**src/rtl/lin_brk_pkg.sv**
```systemverilog
package lin_brk_pkg;
   localparam int NUM_FLG  = 3;
   localparam int FLG_COLL = 0;
   localparam int FLG_BRK  = 1;
   localparam int FLG_SYNC = 2;
   typedef logic [NUM_FLG-1:0] flg_vec_t;
endpackage

```
**src/rtl/lin_sync.sv**
```systemverilog
module lin_sync #(
   parameter int STAGES = 2
) (
   input  logic clk,
   input  logic rst_n,
   input  logic d,
   output logic q
);
   logic [STAGES-1:0] chain;

   generate
      for (genvar i = 0; i < STAGES; i++) begin : g_stage
         if (i == 0) begin : g_first
            always_ff @(posedge clk or negedge rst_n)
               if (!rst_n) chain[0] <= 1'b1;
               else        chain[0] <= d;
         end else begin : g_next
            always_ff @(posedge clk or negedge rst_n)
               if (!rst_n) chain[i] <= 1'b1;
               else        chain[i] <= chain[i-1];
         end
      end
   endgenerate

   assign q = chain[STAGES-1];
endmodule

```
**src/rtl/lin_len_timer.sv**
```systemverilog
module lin_len_timer #(
   parameter int CNT_W = 8
) (
   input  logic             clk,
   input  logic             rst_n,
   input  logic             tick,
   input  logic             tmr_go,
   input  logic             active,
   input  logic             rx_low,
   input  logic [CNT_W-1:0] len,
   output logic             running,
   output logic             hit
);
   logic [CNT_W-1:0] cnt;
   logic             wait_hi;

   always_ff @(posedge clk or negedge rst_n) begin
      if (!rst_n) begin
         running <= 1'b0;
         hit     <= 1'b0;
         cnt     <= '0;
         wait_hi <= 1'b0;
      end else begin
         hit     <= 1'b0;
         running <= tmr_go & (running | tick);
         if (!running || !active || !rx_low) begin
            cnt     <= len;
            wait_hi <= 1'b0;
         end else if (tick && !wait_hi) begin
            if (cnt <= CNT_W'(1)) begin
               hit     <= 1'b1;
               cnt     <= len;
               wait_hi <= 1'b1;
            end else begin
               cnt <= cnt - CNT_W'(1);
            end
         end
      end
   end

   assert_run_tick_R4: assert property (@(posedge clk) disable iff (!rst_n)
      $rose(running) |-> $past(tick) && $past(tmr_go));
   assert_hit_low_R5: assert property (@(posedge clk) disable iff (!rst_n)
      hit |-> $past(tick) && $past(rx_low) && $past(active));
   assert_reload_R7: assert property (@(posedge clk) disable iff (!rst_n)
      hit |-> cnt == $past(len));
   assert_no_rehit_R7: assert property (@(posedge clk) disable iff (!rst_n)
      hit && rx_low |=> !hit);
endmodule

```
**src/rtl/lin_mask_ctl.sv**
```systemverilog
module lin_mask_ctl (
   input  logic clk,
   input  logic rst_n,
   input  logic tick,
   input  logic lin_go,
   input  logic hold_mask,
   input  logic hit,
   output logic masked
);
   logic req1, req2, released;

   always_ff @(posedge clk or negedge rst_n) begin
      if (!rst_n) begin
         req1     <= 1'b0;
         req2     <= 1'b0;
         released <= 1'b0;
         masked   <= 1'b0;
      end else begin
         req1 <= lin_go;
         req2 <= req1 & lin_go;
         if (!lin_go) begin
            masked   <= 1'b0;
            released <= 1'b0;
         end else if (hit && !hold_mask && masked) begin
            masked   <= 1'b0;
            released <= 1'b1;
         end else if (req2 && tick && !released) begin
            masked <= 1'b1;
         end
      end
   end

   assert_go_low_R9: assert property (@(posedge clk) disable iff (!rst_n)
      !lin_go |=> !masked);
   assert_hold_R9: assert property (@(posedge clk) disable iff (!rst_n)
      masked && hold_mask && lin_go |=> masked);
   assert_handshake_R3: assert property (@(posedge clk) disable iff (!rst_n)
      $rose(masked) |-> $past(tick) && $past(lin_go) && $past(lin_go, 2));
endmodule

```
**src/rtl/lin_flags.sv**
```systemverilog
module lin_flags
   import lin_brk_pkg::*;
(
   input  logic     clk,
   input  logic     rst_n,
   input  flg_vec_t set_v,
   input  flg_vec_t clr_v,
   output flg_vec_t flg
);
   generate
      for (genvar i = 0; i < NUM_FLG; i++) begin : g_flg
         always_ff @(posedge clk or negedge rst_n)
            if (!rst_n) flg[i] <= 1'b0;
            else        flg[i] <= set_v[i] | (flg[i] & ~clr_v[i]);

         assert_set_wins_R10: assert property (@(posedge clk) disable iff (!rst_n)
            set_v[i] |=> flg[i]);
         assert_w0_keeps_R10: assert property (@(posedge clk) disable iff (!rst_n)
            flg[i] && !clr_v[i] |=> flg[i]);
         assert_w1_clears_R10: assert property (@(posedge clk) disable iff (!rst_n)
            clr_v[i] && !set_v[i] |=> !flg[i]);
      end
   endgenerate
endmodule

```
**src/rtl/lin_break_det.sv**
```systemverilog
module lin_break_det
   import lin_brk_pkg::*;
#(
   parameter int CNT_W       = 8,
   parameter int SYNC_STAGES = 2
) (
   input  logic             clk,
   input  logic             rst_n,
   input  logic             cnt_tick,
   input  logic             rxd_in,
   output logic             uart_rxd,
   input  logic             lin_go,
   input  logic             hold_mask,
   input  logic             tmr_go,
   input  logic [CNT_W-1:0] brk_len,
   input  logic             clr_coll,
   input  logic             clr_brk,
   input  logic             clr_sync,
   input  logic             coll_set,
   input  logic             sync_set,
   output logic             tmr_running,
   output logic             rx_masked,
   output logic             brk_seen,
   output logic             coll_flag,
   output logic             sync_flag
);
   generate
      if (CNT_W < 1 || CNT_W > 24) begin : g_bad_w
         $error("lin_break_det: CNT_W out of range");
      end
      if (SYNC_STAGES < 2) begin : g_bad_s
         $error("lin_break_det: SYNC_STAGES must be at least 2");
      end
   endgenerate

   logic     rx_s, hit;
   flg_vec_t set_v, clr_v, flg;

   lin_sync #(.STAGES(SYNC_STAGES)) u_sync (
      .clk(clk), .rst_n(rst_n), .d(rxd_in), .q(rx_s));

   lin_len_timer #(.CNT_W(CNT_W)) u_tmr (
      .clk(clk), .rst_n(rst_n), .tick(cnt_tick), .tmr_go(tmr_go),
      .active(rx_masked), .rx_low(~rx_s), .len(brk_len),
      .running(tmr_running), .hit(hit));

   lin_mask_ctl u_mask (
      .clk(clk), .rst_n(rst_n), .tick(cnt_tick), .lin_go(lin_go),
      .hold_mask(hold_mask), .hit(hit), .masked(rx_masked));

   always_comb begin
      set_v           = '0;
      clr_v           = '0;
      set_v[FLG_COLL] = coll_set;
      set_v[FLG_BRK]  = hit;
      set_v[FLG_SYNC] = sync_set;
      clr_v[FLG_COLL] = clr_coll;
      clr_v[FLG_BRK]  = clr_brk;
      clr_v[FLG_SYNC] = clr_sync;
   end

   lin_flags u_flg (
      .clk(clk), .rst_n(rst_n), .set_v(set_v), .clr_v(clr_v), .flg(flg));

   assign coll_flag = flg[FLG_COLL];
   assign brk_seen  = flg[FLG_BRK];
   assign sync_flag = flg[FLG_SYNC];
   assign uart_rxd  = rx_masked ? 1'b1 : rx_s;

   assert_mask_idle_R2: assert property (@(posedge clk) disable iff (!rst_n)
      rx_masked |-> uart_rxd);
   assert_flag_lat_R8: assert property (@(posedge clk) disable iff (!rst_n)
      hit |=> brk_seen);
   assert_release_R9: assert property (@(posedge clk) disable iff (!rst_n)
      hit && !hold_mask && lin_go |=> !rx_masked);
endmodule

```
**config.mk**
```make
export PLATFORM = sky130hd
export DESIGN_NAME = lin_break_det
export DESIGN_NICKNAME = d
export VERILOG_FILES = /design/src/rtl/lin_brk_pkg.sv /design/src/rtl/lin_sync.sv /design/src/rtl/lin_len_timer.sv /design/src/rtl/lin_mask_ctl.sv /design/src/rtl/lin_flags.sv /design/src/rtl/lin_break_det.sv
export SDC_FILE = /design/constraint.sdc
export NUM_CORES = 1
export LEC_CHECK = 0
export ABC_CLOCK_PERIOD_IN_PS = 2410
export CAP_MARGIN = 30
export CORE_ASPECT_RATIO = 1.4
export CORE_MARGIN = 2
export CORE_UTILIZATION = 45
export CTS_CLUSTER_SIZE = 20
export DETAILED_ROUTE_END_ITERATION = 12
export DONT_BUFFER_PORTS = 1
export REMOVE_ABC_BUFFERS = 1
export SLEW_MARGIN = 20
export SYNTH_ARGS = -nofsm -noshare
export SYNTH_HDL_FRONTEND = slang
export SYNTH_SLANG_ARGS = --single-unit
```
**constraint.sdc**
```tcl
create_clock -name clk -period 2.41 [get_ports clk]
set_input_delay 0.241 -clock clk [delete_from_list [all_inputs] [get_ports clk]]
set_output_delay 0.241 -clock clk [all_outputs]
set_load 0.03 [all_outputs]
```
==> impl_metrics.ini <==
[status]
status = finished, final reports clean

[setup_path]
max_stage_delay_ns = 0.45
required_ns = 2.61
crit_arrival_ns = 2.03
crit_path_start_kind = flop
cp_max_fo = 7
crit_slowest_cell = dfrtp_1
crit_family = compound AO/OA/AOI/OAI gates
path_class = reg2reg
endpoint_kind = flop
path_cells = inv_1, ha_1, or2_1, a31oi_4, a21oi_1, o2bb2a_1
critPathBufInv = 1

[global_routing]
grt_antenna_before_repair = 0
grt.total_usage_pct = 17.34
grt_overflow = 0
grt_max_degree = 21
grt_pass1_wl_um = 3422
grt_pass1_vias = 786

[timing]
hold_ws_ns = 0.01806
max-slew-margin-rel_pct = 61.80
worstMarginPinSlew_ns = 0.5686
period_needed_ns = 1.832
tns_ns = 0
max_freq_ghz = 0.5458
fin_skew_ns = 0.004621
rsz0062_at_grt = false
period_share_pct = 76.02
hold_viol = 0
setup_viol_count_final = 0
finalMaxSlewViolations = 0

[place]
dp.final_hpwl_um = 1508
gp_congestion = 0.8170
port_buffers = 0

[synth]
synth-warning-count = 0
synth_xor_area_share_pct = 0
muxShareOfSynthArea_pct = 0
yosysTopAreaCell = dfrtp_1
synth.ff_latch_count = 20
yosysTopAreaCellShare_pct = 45.06
synth_adder_area_share_pct = 2.503
synth_compound_gate_area_share_pct = 21.65
synth_area_per_cell_sq_um = 10.10
synth.top_cells.by_area = dfrtp_1 45%, dfstp_2 5.3%, a21oi_1 3.5%, inv_1 3.4%, nor2_1 3.4%
syn-cell-area_sq_um = 999.7
synth.distinct_cells = 38
synthArstFlopShare_pct = 100.0
yosysSeqAreaShare_pct = 50.31
synthSimpleGateAreaFrac_pct = 21.15
synth_edf_count = 0
synth_flop_cell = dfrtp_1
yosysMostFrequentCell = dfrtp_1
synth_top_family_by_area = compound AO/OA/AOI/OAI gates
yosys-top-cells-count = 18 x dfrtp_1, 9 x inv_1, 9 x nor2_1
synth_cells = 99

[clock_network]
cts.sinks = 20
cts-root-buf = clkbuf_4
clock_path_buffers = 2
htreeDepth = 1
cts_tree = done
cts_resized = 0
postCtsSetupRepairBufs = 0
cts_buffers = 3
postCtsHoldBufs = 3
clk_latency_ns = 0.30
clkSlewWorstSetupHoldPaths_ns = 0.11

[drt]
via_per_inst = 5.891
wire_per_inst_um = 16.07
antenna_left = 0
drtIter0Drc = 27
drc = 0
vias = 754
wl_um = 2057
drt_pass1_iterations = 4

[floorplan]
row_count = 20
die_h_um = 59.77
initial_core_util_pct = 47.00
core_sq_um = 2127
die_w_um = 43.84
dieArea_sq_um = 2620
ioPinCount = 26

[finish]
nFillCells = 199
antenna_cells = 0
utilization_pct = 52.00
nets = 129
area_growth_pct = 10.64
drive_gt1_share_pct = 13.21

[pwr]
pwr_density_cell_nw_per_um2 = 575.6
power.leakage_nw = 0.4888
ir_worst_vdd_v = 0.0003951

[hold_path]
hold_path.class = in2reg

[run]
maxCapViolCount = 0
## kinds of logic after synthesis
family	Yosys count
AND/OR/NAND/NOR	36
AO/OA/AOI/OAI	30
flip-flops	20
buffers and inverters	11
adder cells (fa/ha/maj)	2
## metrics by stage
step           setup slack, ns  instances  total power, mW  cell area (sq um)
2_1_floorplan           0.7613         97           0.4221              989.7
3_3_place_gp            0.6067        120           0.4328               1025
6_report                0.5779        128           0.6367               1106
4_1_cts                 0.5692        127           0.6393               1091
3_5_place_dp            0.5876        120           0.4342               1025
5_1_grt                 0.4791        128           0.6682               1106
## power by group
| group | switching, mW | internal (mW) | total, mW |
|---|---|---|---|
| clock | 0.104 | 0.0922 | 0.197 |
| combinational | 0.0331 | 0.0284 | 0.0615 |
| sequential | 0.0259 | 0.353 | 0.379 |
| total | 0.163 | 0.473 | 0.637 |
## registers in the layout (all words and copies together), names as in the netlist
register	cells
u_mask.req2	1
u_mask.released	1
u_mask.req1	1
u_mask.masked	1
u_sync.chain	1
u_sync.q	1
u_tmr.hit	1
u_tmr.running	1
u_flg.flg	3
u_tmr.cnt	8
u_tmr.wait_hi	1
## final cells by class
class                   count  area [sq um]  area share [%]
repair buffers              5         52.55           4.751
flip-flops and latches     20         503.0           45.48
inverters                   9         33.78           3.054
well taps                  22         27.53           2.489
clock buffers               4         36.28           3.281
multi-input cells          68         452.9           40.95
## path summary, 6_finish.rpt
check,start,endpoint,slack (ns),cells past startpoint
max in group asynchronous,rst_n,u_sync.chain[0],1.59,2
min in group asynchronous,rst_n,u_tmr.cnt[7],0.31,1
setup reg to reg,u_tmr.cnt[0],u_tmr.cnt[6],0.58,6
hold / removal,coll_set,u_flg.flg[0],0.02,1
setup / recovery,u_tmr.cnt[0],u_tmr.cnt[6],0.58,6
hold reg to reg,u_sync.chain[0],u_sync.q,0.36,0
## worst register-to-register path, stage by stage, from the launching register on
cell and delay (ns):
dfrtp_1 0.45, inv_1 0.07, ha_1 0.23, or2_1 0.32
a31oi_4 0.27, a21oi_1 0.09, o2bb2a_1 0.29
## cell usage in the layout, fill, tap and decap left out, types with 2 or more instances in the layout
cell type and count:
inv_1 9, a21o_1 3, nor2_1 9, nand2b_1 3, o21ai_0 5, o2bb2a_1 2, nand4_1 4, o21a_1 2
dlygate4sd3_1 3, a21oi_1 7, nand2_1 5, nand3_1 2, ha_1 2, clkbuf_4 3, nor2b_1 2, dfstp_2 2
dfrtp_1 18, o21ai_1 2
## metal layers
| layer | vias up | track usage [%] | routed length, um |
|---|---|---|---|
| met5 | - | 0 | 0 |
| met4 | 0 | 10.82 | 34 |
| met3 | 4 | 2.719 | 66 |
| met2 | 18 | 27.73 | 1080 |
| met1 | 365 | 21.48 | 875 |
| li1 | 367 | - | - |
Note: power is estimated with default switching activity, not from simulation.
